<file path="config.mk">
export PLATFORM = sky130hd
export DESIGN_NAME = hybrid_scan_seq
export DESIGN_NICKNAME = d
export VERILOG_FILES = /design/src/rtl/hsc_pkg.sv /design/src/rtl/hsc_datapath.sv /design/src/rtl/hsc_control.sv /design/src/rtl/hybrid_scan_seq.sv
export SDC_FILE = /design/constraint.sdc
export NUM_CORES = 1
export LEC_CHECK = 0
export ABC_AREA = 0
export BUFFER_PORTS_ARGS = -buffer_cell sky130_fd_sc_hd__buf_2
export CAP_MARGIN = 20
export CORE_ASPECT_RATIO = 1.75
export CORE_MARGIN = 4
export CORE_UTILIZATION = 30
export CTS_CLUSTER_SIZE = 12
export DETAILED_ROUTE_END_ITERATION = 16
export HOLD_SLACK_MARGIN = 0.03
export MAX_ROUTING_LAYER = met4
export SYNTH_ARGS = -nofsm -noshare
export SYNTH_HDL_FRONTEND = slang
export SYNTH_SLANG_ARGS = --single-unit
</file>
<file path="constraint.sdc">
create_clock -name clk -period 2.95 [get_ports clk]
set_input_delay 0.1475 -clock clk [delete_from_list [all_inputs] [get_ports clk]]
set_output_delay 0.1475 -clock clk [all_outputs]
set_load 0.005 [all_outputs]
</file>
<file path="src/rtl/hsc_pkg.sv">
package hsc_pkg;

  localparam int LFSR_W = 16;

  typedef enum logic [2:0] {
    S_IDLE       = 3'd0,
    S_TREE_SHIFT = 3'd1,
    S_TREE_CIRC  = 3'd2,
    S_LIN_SHIFT  = 3'd3,
    S_LIN_CIRC   = 3'd4,
    S_DONE       = 3'd5
  } seqState_e;

  // strobes from control to datapath
  typedef struct packed {
    logic cfgLoad;
    logic cycClr;
    logic vecClr;
    logic vecInc;
    logic lfsrStep;
    logic treeMode;
  } ctrlStrobe_t;

  // status from datapath to control
  typedef struct packed {
    logic shiftDone;
    logic circDone;
    logic circNone;
    logic vecLast;
    logic treeNone;
    logic linNone;
  } dpStatus_t;

endpackage

</file>
<file path="src/rtl/hsc_datapath.sv">
module hsc_datapath
  import hsc_pkg::*;
#(
  parameter int NUM_FF = 16,
  parameter int VEC_W  = 8,
  parameter int CIRC_W = 8
) (
  input  logic               clk,
  input  logic               rstN,
  input  ctrlStrobe_t        strb,
  input  logic [VEC_W-1:0]   treeVecsIn,
  input  logic [VEC_W-1:0]   linVecsIn,
  input  logic [CIRC_W-1:0]  circLenIn,
  input  logic [LFSR_W-1:0]  seedIn,
  output dpStatus_t          stat,
  output logic [LFSR_W-1:0]  lfsrPat
);

  localparam int TREE_LEN = (NUM_FF < 2) ? 1 : $clog2(NUM_FF);
  localparam int LIN_LEN  = NUM_FF;
  localparam int LEN_W    = $clog2(NUM_FF + 1);
  localparam int CYC_W    = (LEN_W > CIRC_W) ? LEN_W : CIRC_W;
  localparam logic [CYC_W-1:0] TREE_LAST = CYC_W'(TREE_LEN - 1);
  localparam logic [CYC_W-1:0] LIN_LAST  = CYC_W'(LIN_LEN - 1);

  logic [VEC_W-1:0]  treeVecsQ, linVecsQ, vecCnt, vecLimit;
  logic [CIRC_W-1:0] circLenQ;
  logic [CYC_W-1:0]  cycCnt, circLast;
  logic [LFSR_W-1:0] lfsrQ, lfsrNext, seedSafe;
  logic              feedback;

  // configuration capture
  always_ff @(posedge clk) begin
    if (!rstN) begin
      treeVecsQ <= '0;
      linVecsQ  <= '0;
      circLenQ  <= '0;
    end else if (strb.cfgLoad) begin
      treeVecsQ <= treeVecsIn;
      linVecsQ  <= linVecsIn;
      circLenQ  <= circLenIn;
    end
  end

  // per-phase cycle counter
  always_ff @(posedge clk) begin
    if (!rstN)            cycCnt <= '0;
    else if (strb.cycClr) cycCnt <= '0;
    else                  cycCnt <= cycCnt + 1'b1;
  end

  // vector counter within the current phase
  always_ff @(posedge clk) begin
    if (!rstN)            vecCnt <= '0;
    else if (strb.vecClr) vecCnt <= '0;
    else if (strb.vecInc) vecCnt <= vecCnt + 1'b1;
  end

  // pattern generator
  assign feedback = lfsrQ[15] ^ lfsrQ[13] ^ lfsrQ[12] ^ lfsrQ[10];
  assign lfsrNext = {lfsrQ[LFSR_W-2:0], feedback};
  assign seedSafe = (seedIn == '0) ? LFSR_W'(1) : seedIn;

  always_ff @(posedge clk) begin
    if (!rstN)              lfsrQ <= LFSR_W'(1);
    else if (strb.cfgLoad)  lfsrQ <= seedSafe;
    else if (strb.lfsrStep) lfsrQ <= lfsrNext;
  end

  assign lfsrPat = lfsrQ;

  // status
  assign vecLimit = strb.treeMode ? treeVecsQ : linVecsQ;
  assign circLast = CYC_W'(circLenQ) - 1'b1;

  always_comb begin
    stat           = '0;
    stat.shiftDone = (cycCnt == (strb.treeMode ? TREE_LAST : LIN_LAST));
    stat.circDone  = (cycCnt == circLast);
    stat.circNone  = (circLenQ == '0);
    stat.vecLast   = (vecCnt == vecLimit - 1'b1);
    stat.treeNone  = ((strb.cfgLoad ? treeVecsIn : treeVecsQ) == '0);
    stat.linNone   = ((strb.cfgLoad ? linVecsIn  : linVecsQ)  == '0);
  end

  // assertions guarding the generator
  p_lfsr_nonzero_r6: assert property (@(posedge clk) disable iff (!rstN)
    lfsrQ != '0);
  p_lfsr_moves_r6: assert property (@(posedge clk) disable iff (!rstN)
    strb.lfsrStep && !strb.cfgLoad |=> lfsrQ != $past(lfsrQ));
  p_lfsr_holds_r6: assert property (@(posedge clk) disable iff (!rstN)
    !strb.lfsrStep && !strb.cfgLoad |=> $stable(lfsrQ));
  p_zero_seed_r7: assert property (@(posedge clk) disable iff (!rstN)
    strb.cfgLoad && seedIn == '0 |=> lfsrQ == LFSR_W'(1));

endmodule

</file>
<file path="src/rtl/hsc_control.sv">
module hsc_control
  import hsc_pkg::*;
(
  input  logic        clk,
  input  logic        rstN,
  input  logic        start,
  input  dpStatus_t   stat,
  output ctrlStrobe_t strb,
  output logic        shiftEn,
  output logic        treeSel,
  output logic        funcEn,
  output logic        done
);

  seqState_e state, nxt;
  logic      endVec, inTree;

  assign inTree = (state == S_TREE_SHIFT) || (state == S_TREE_CIRC);

  always_comb begin
    nxt           = state;
    strb          = '0;
    strb.treeMode = inTree;
    endVec        = 1'b0;
    unique case (state)
      S_IDLE: begin
        if (start) begin
          strb.cfgLoad = 1'b1;
          strb.cycClr  = 1'b1;
          strb.vecClr  = 1'b1;
          if (!stat.treeNone)     nxt = S_TREE_SHIFT;
          else if (!stat.linNone) nxt = S_LIN_SHIFT;
          else                    nxt = S_DONE;
        end
      end
      S_TREE_SHIFT, S_LIN_SHIFT: begin
        if (stat.shiftDone) begin
          strb.cycClr = 1'b1;
          if (stat.circNone) endVec = 1'b1;
          else nxt = inTree ? S_TREE_CIRC : S_LIN_CIRC;
        end
      end
      S_TREE_CIRC, S_LIN_CIRC: begin
        strb.lfsrStep = 1'b1;
        if (stat.circDone) begin
          strb.cycClr = 1'b1;
          endVec      = 1'b1;
        end
      end
      S_DONE:  nxt = S_IDLE;
      default: nxt = S_IDLE;
    endcase

    if (endVec) begin
      strb.vecInc = 1'b1;
      if (stat.vecLast) begin
        strb.vecClr = 1'b1;
        if (inTree && !stat.linNone) nxt = S_LIN_SHIFT;
        else                         nxt = S_DONE;
      end else begin
        nxt = inTree ? S_TREE_SHIFT : S_LIN_SHIFT;
      end
    end
  end

  always_ff @(posedge clk) begin
    if (!rstN) state <= S_IDLE;
    else       state <= nxt;
  end

  assign shiftEn = (state == S_TREE_SHIFT) || (state == S_LIN_SHIFT);
  assign funcEn  = (state == S_TREE_CIRC)  || (state == S_LIN_CIRC);
  assign treeSel = inTree;
  assign done    = (state == S_DONE);

  p_no_overlap_r10: assert property (@(posedge clk) disable iff (!rstN)
    !(shiftEn && funcEn));
  p_done_pulse_r9: assert property (@(posedge clk) disable iff (!rstN)
    done |=> !done && state == S_IDLE);
  p_busy_ignores_start_r2: assert property (@(posedge clk) disable iff (!rstN)
    (shiftEn || funcEn) |=> state != S_IDLE);
  p_shift_holds_r3: assert property (@(posedge clk) disable iff (!rstN)
    state == S_TREE_SHIFT && !stat.shiftDone |=> state == S_TREE_SHIFT);
  p_lin_after_tree_r5: assert property (@(posedge clk) disable iff (!rstN)
    state == S_LIN_SHIFT |=> state != S_TREE_SHIFT && state != S_TREE_CIRC);

endmodule

</file>
<file path="src/rtl/hybrid_scan_seq.sv">
module hybrid_scan_seq
  import hsc_pkg::*;
#(
  parameter int NUM_FF = 16,
  parameter int VEC_W  = 8,
  parameter int CIRC_W = 8
) (
  input  logic              clk,
  input  logic              rstN,
  input  logic              start,
  input  logic [VEC_W-1:0]  treeVecs,
  input  logic [VEC_W-1:0]  linVecs,
  input  logic [CIRC_W-1:0] circLen,
  input  logic [15:0]       seed,
  output logic              shiftEn,
  output logic              treeSel,
  output logic              funcEn,
  output logic [15:0]       lfsrPat,
  output logic              done
);

  ctrlStrobe_t strb;
  dpStatus_t   stat;

  hsc_control ctrl_i (
    .clk     (clk),
    .rstN    (rstN),
    .start   (start),
    .stat    (stat),
    .strb    (strb),
    .shiftEn (shiftEn),
    .treeSel (treeSel),
    .funcEn  (funcEn),
    .done    (done)
  );

  hsc_datapath #(
    .NUM_FF (NUM_FF),
    .VEC_W  (VEC_W),
    .CIRC_W (CIRC_W)
  ) dp_i (
    .clk        (clk),
    .rstN       (rstN),
    .strb       (strb),
    .treeVecsIn (treeVecs),
    .linVecsIn  (linVecs),
    .circLenIn  (circLen),
    .seedIn     (seed),
    .stat       (stat),
    .lfsrPat    (lfsrPat)
  );

endmodule

</file>
# ---- Word level (Yosys, flattened, before mapping)
# Cells that the tools add are included.
dict set report totals {
  register_bits 59
  input_bits 43
  word_cells 73
}
dict set report classes {
  add_sub_neg 4
  n_eq_ne 12
  n_mux 30
  n_bitwise 4
  reduce_logical 16
}
# op count
set op_table {}
lappend op_table {{16-bit two-way mux} 3}
lappend op_table {{3-bit two-way mux} 10}
lappend op_table {{8-bit == test} 3}
lappend op_table {{8-bit zero test} 3}
lappend op_table {{8-bit two-way mux} 3}
lappend op_table {{8-bit by 1-bit adder with 8-bit output, second input constant} 2}
lappend op_table {{16-bit zero test} 1}
lappend op_table {{8-bit by 1-bit subtractor with 8-bit output, second input constant} 2}
lappend op_table {{3-bit one-hot mux with 3 select lines} 1}
lappend op_table {{1-bit two-way mux} 8}
lappend op_table {{2-bit OR reduction} 4}
lappend op_table {{3-bit by 2-bit == test with 1-bit output, second input constant} 2}
lappend op_table {{3-bit == test, second input constant} 2}
lappend op_table {{2-bit two-way mux} 2}
lappend op_table {{4-bit two-way mux} 1}
lappend op_table {{4-bit AND reduction} 1}
lappend op_table {{3-bit by 1-bit == test with 1-bit output, second input constant} 1}
lappend op_table {{3-bit zero test} 1}
lappend op_table {{1-bit logical OR} 3}
lappend op_table {{3-bit by 1-bit inequality test with 1-bit output, second input constant} 1}
lappend op_table {{3-bit by 2-bit inequality test with 1-bit output, second input constant} 1}
lappend op_table {{3-bit inequality test, second input constant} 1}
lappend op_table {{1-bit one-hot mux with 3 select lines} 1}
lappend op_table {{1-bit bitwise XOR} 3}
lappend op_table {{other kinds (6)} 6}

# ---- Logic depth before layout (Yosys ltp)
dict set report depth {
  word_depth 9
  ltp_mapped 12
}

# ---- Modules after synthesis
# Synthesis repeated with hierarchy kept, for this count alone.
dict set report hier_totals {
  cells_unflattened 399
  area_unflattened_um2 3465.8
}
# mod n_inst cells_each area_each_um2 seq_area_each_um2
set by_module_without_submodules {}
lappend by_module_without_submodules {hsc_datapath 1 337 3016.6 1121.1}
lappend by_module_without_submodules {hsc_control 1 62 449.2 60.1}

# ---- Worst setup path before layout
# OpenSTA, ideal clock, no wires.
dict set report synth_timing {
  path_kind {reg-to-reg}
  start {reg ctrl_i.state[1]}
  end {reg dp_i.vecCnt[0]}
  setup_time_ns 0.130
  arrival_ns 2.588
  required_time_ns 2.820
  setup_slack_ns 0.232
  path_stages_with_launch 13
  n_path_buf 1
  synth_period_minus_slack_ns 2.718
  cell_sequence {dfxtp_1 -> buf_4 -> xor2_4 -> nand2_4 -> mux2i_1 -> ha_1 -> nor3b_1 -> xnor2_1 -> a21oi_1 -> nor4b_4 -> nand4_4 -> o311ai_4 -> nor2_1}
}
dict set report synth_between {
  elab_chain_cells 8
}
# item line_no
set synth_lines {}
lappend synth_lines {{start: declaration} hsc_control.sv:15} ;# seqState_e state, nxt;
lappend synth_lines {{start signal: assignment} hsc_control.sv:68} ;# else state <= nxt;
lappend synth_lines {{3-bit by 1-bit == test with 1-bit output or 3-bit by 2-bit == test with 1-bit output (tied branches)} {hsc_control.sv:18, hsc_control.sv:25}}
lappend synth_lines {{1-bit logical OR} hsc_control.sv:18} ;# assign inTree = (state == S_TREE_SHIFT) || (state == S_TREE_CIRC);
lappend synth_lines {{8-bit two-way mux or 4-bit two-way mux (tied branches)} {hsc_datapath.sv:73, hsc_datapath.sv:78}}
lappend synth_lines {{8-bit by 1-bit subtractor with 8-bit output or 8-bit == test (tied branches)} {hsc_datapath.sv:81, hsc_datapath.sv:78}}
lappend synth_lines {{8-bit == test or 1-bit two-way mux (tied branches)} {hsc_datapath.sv:81, hsc_control.sv:37}}
lappend synth_lines {{1-bit two-way mux or 1-bit one-hot mux with 2 select lines (tied branches)} {hsc_control.sv:56, hsc_control.sv:25}}
lappend synth_lines {{2-bit two-way mux (*)} hsc_control.sv:54} ;# if (endVec) begin
lappend synth_lines {{2-bit OR reduction (no source line)} n/a}
lappend synth_lines {{end signal: assignment} hsc_datapath.sv:56} ;# else if (strb.vecInc) vecCnt <= vecCnt + 1'b1;
lappend synth_lines {{end: declaration} hsc_datapath.sv:26} ;# logic [VEC_W-1:0] treeVecsQ, linVecsQ, vecCnt, vecLimit;
# Mark *: on every way between the ends. The rest lies on a longest branch, timed or not.
# A chain may end at the register's enable or synchronous reset.

# ---- Final worst setup path
dict set report layout_timing {
  start {reg ctrl_i.state[1]}
  end {reg dp_i.vecCnt[7]}
}
# The elaborated chain is that of the path after synthesis.

==> results.cfg <==
[outcome]
status = complete, no violations

[pwr]
powerDensity_nw_per_um2 = 943.8
max-vdd-ir-drop_mv = 0.5169
cellLeakagePower_nw = 1.746

[sta]
report.final.slew_viol_count = 0
finalHoldViolations = 0
rsz_0062_raised_after_global_routing = false
worst_slew_margin_rel_pct = 54.00
setup_tns_ns = 0
final_min_period_over_clock_period_pct = 92.34
layout_min_cycle_time_ns = 2.724
max_slew.worst_pin.slew_ns = 0.6893
clock-skew-final_ns = 0.007200
clock.fmax_mhz = 367.1
setup-violations-final = 0

[critical_path]
critical_path.reg2reg.endpoint = dp_i.vecCnt[7]
worst_ep_arrival_time_ns = 2.94
slowest_stage = dfxtp_2
worst_r2r_startpoint = ctrl_i.state[1]
ff2ff_path_depth = 12
type_of_element_capturing_the_critical_path = flip-flop
start_kind = flip-flop
timing.setup.critical_path_class = flip-flop to flip-flop
timing.critical_path.depth = 12
setup_slack_of_the_most_critical_reg_to_reg_path_ns = 0.23
path_delay_family = simple AND/OR/NAND/NOR gates
worst_path_largest_cell_delay_ns = 0.41
critPathMaxFanout = 8
critPathCapture = dp_i.vecCnt[7]
crit_buf_inv = 1
worstSetupStartpoint = ctrl_i.state[1]
worst_ep_required_time_ns = 3.17
cp_cell_sequence = xor2_4, nand3_1, and2_1, ha_1, nor3b_2, xnor2_1, a21oi_1, nor4b_4, nand4_4, o311ai_4, buf_4, nor2_1

[floorplan]
floorplan.initialDensity_pct = 30.66
die_area_um2 = 13250
design.core.area_um2 = 11170
chipHeight_um = 149.3
die_width_um = 88.75
design.portCount = 63
placementRows = 51

[clock_network]
tritoncts_clock_tree = done
h_tree_depth = 3
cts.sink_count = 59
tritoncts.num_buffers = 9
ctsLongestPathBuffers = 2
clkLatencyLatePin_ns = 0.33
clk_transition_reported_paths_ns = 0.05
cts.root.buffer_cell = clkbuf_16

[route]
initialDrtViolationCount = 208
drt_wl_total_um = 9211
via_count = 3269
avgRoutedWirePerCell_um = 14.95
drt_pass1_iterations = 4
post-route-drc-count = 0
detail-route-antenna-nets = 0
post_drt_via_cell_ratio = 5.307

[logic_synthesis]
ys_async_sr_fraction_pct = 0
yosysUniqueCellTypes = 68
synth-edff-count = 0
ys_seq_elements = 59
netlist.top_cell.by_area = dfxtp_1
ys_dominant_reg_cell = dfxtp_1
yosysSeqAreaShare_pct = 34.50
post_synth_inst_count = 411
yosysWarnings = 0
syn_area_per_cell_um2 = 8.329
synthesis.nets = 459
mappedNetlistArea_um2 = 3423
synth.area.top_cells = dfxtp_1 35%, nand2_1 6.3%, a21boi_0 5.5%
synth_top_area_share_pct = 34.50

[place]
port-buffer-count = 62
finalWeightedCongestion = 0.8839
dp_hpwl_um = 7164

[final_layout]
area_growth_syn_to_layout_pct = 24.31
fraction_of_final_layout_cells_with_drive_strength_greater_than_1_pct = 24.17
fin_nets = 527
num_antenna_cells = 0
final_util_pct = 38.11

[grt]
grt.overflow.total = 0
grt_usage_pct = 15.42
vias_in_the_first_global_route = 3365
grt_start_max_net_pins = 46
grt_antenna_before_repair = 0
grt_first_pass_wirelength_um = 15700

[worst_hold_path]
hold_depth = 3
min_path_type = primary input to flip-flop

[run]
cap_viol_max_count = 0
[worst min-delay path by stage]
stage	start	endpoint	slack, ns
floorplan	linVecs[2]	dp_i.linVecsQ[2]	0.29
global placement	circLen[3]	dp_i.circLenQ[3]	0.40
detailed placement	circLen[2]	dp_i.circLenQ[2]	0.41
CTS	circLen[2]	dp_i.circLenQ[2]	0.06
global route	circLen[2]	dp_i.circLenQ[2]	0.08
finish	circLen[2]	dp_i.circLenQ[2]	0.06
[metal layers]
metal	GRT usage [%]	wire [µm]	part of all wire (%)
met2	25.78	4806	52
met3	2.875	352	3.8
met4	9.682	452	4.9
met1	16.24	3599	39
met5	-	0	0
[worst reg2reg max path, delay by kind of cell (launching register included)]
| kind | cells | cell delay (ns) |
|---|---|---|
| simple gates | 6 | 1.02 |
| flops | 1 | 0.41 |
| fa+ha+maj | 1 | 0.24 |
| compound gates | 2 | 0.40 |
| buf+inv | 1 | 0.20 |
| xor+xnor | 2 | 0.36 |
[state kept, by name, indices dropped and copies added (netlist names)]
name / flops
dp_i.vecCnt: 8
dp_i.lfsrPat: 16
dp_i.cycCnt: 8
ctrl_i.state: 3
dp_i.linVecsQ: 8
dp_i.circLenQ: 8
dp_i.treeVecsQ: 8
[kinds of logic after synthesis]
group,share of synthesized area (%)
and+or+nand+nor,26.68
AOI/OAI and AO/OA,22.15
DFF,34.50
xor gates and xnor gates,10.75
buffers and inverters,3.801
adders and majority gates,1.827
muxes,0.2924
[synth_stat cells, drive strengths merged, types with 9 or more instances]
cell / instances
nor4: 11
a21boi: 25
xor2: 22
o21ai: 10
nor2: 50
nand2: 58
o221ai: 16
a21oi: 13
dfxtp: 59
xnor2: 17
clkbuf: 12
nand3: 14
nor3: 9
[through the flow]
| step | hold WS [ns] | worst slack [ns] | total power [mW] | std cells | cell area (µm²) |
|---|---|---|---|---|---|
| 3_3_place_gp | 0.4043 | 0.06753 | 2.893 | 599 | 3911 |
| 2_1_floorplan | 0.2923 | 0.2316 | 2.374 | 411 | 3423 |
| 6_report | 0.06383 | 0.2259 | 4.016 | 616 | 4255 |
| 3_5_place_dp | 0.4092 | -0.02325 | 2.920 | 599 | 3911 |
| 5_1_grt | 0.07597 | 0.005011 | 4.317 | 616 | 4255 |
| 4_1_cts | 0.05549 | 0.03058 | 4.048 | 616 | 4243 |
[report_power, final]
part / total, mW / switching (mW) / internal (mW) / leakage [nW]
clock: 1.10 / 0.359 / 0.745 / 0.162
sequential: 1.18 / 0.198 / 0.982 / 0.484
combinational: 1.73 / 0.995 / 0.738 / 1.10
total: 4.02 / 1.55 / 2.47 / 1.75
[layout make-up]
| type | count | area, µm² |
|---|---|---|
| clock buffers | 13 | 280.3 |
| clock inverters | 3 | 43.79 |
| fillers | 1134 | 6912 |
| inverters | 10 | 37.54 |
| multi-input cells | 322 | 2122 |
| flip-flops and latches | 59 | 1184 |
| well taps | 132 | 165.2 |
| repair buffers | 77 | 422.9 |
[layout by cell type, fill, tap and decap left out, types with 3 or more instances in the layout]
cell       netlist  layout
nor4_1           9       9
o2111ai_1        7       7
nand3_1         13      13
ha_1             5       5
o21ai_0         10       9
dfxtp_1         59      57
xnor2_1         16      16
inv_1            7       7
buf_2            2      62
nor2b_1          4       4
a21oi_1         13      13
clkbuf_16        0       9
o22ai_1          4       4
nand2_1         57      57
and2_1           3       3
or3_1            4       4
o221ai_1        16      16
clkbuf_8         0       4
nor2_1          50      50
buf_4            2      15
a21boi_0        25      25
or2_2            3       3
nor3_1           7       7
and3_1           6       6
xor2_1          21      21
[timing repair]
item | in CTS | in global routing
pin swaps | 1 | 2
setup endpoints to repair | 7 | 10
hold buffers | 0 | 0
setup buffers | 1 | 0
resized for setup | 0 | 6
No activity file was read; power rests on OpenSTA's default activity.
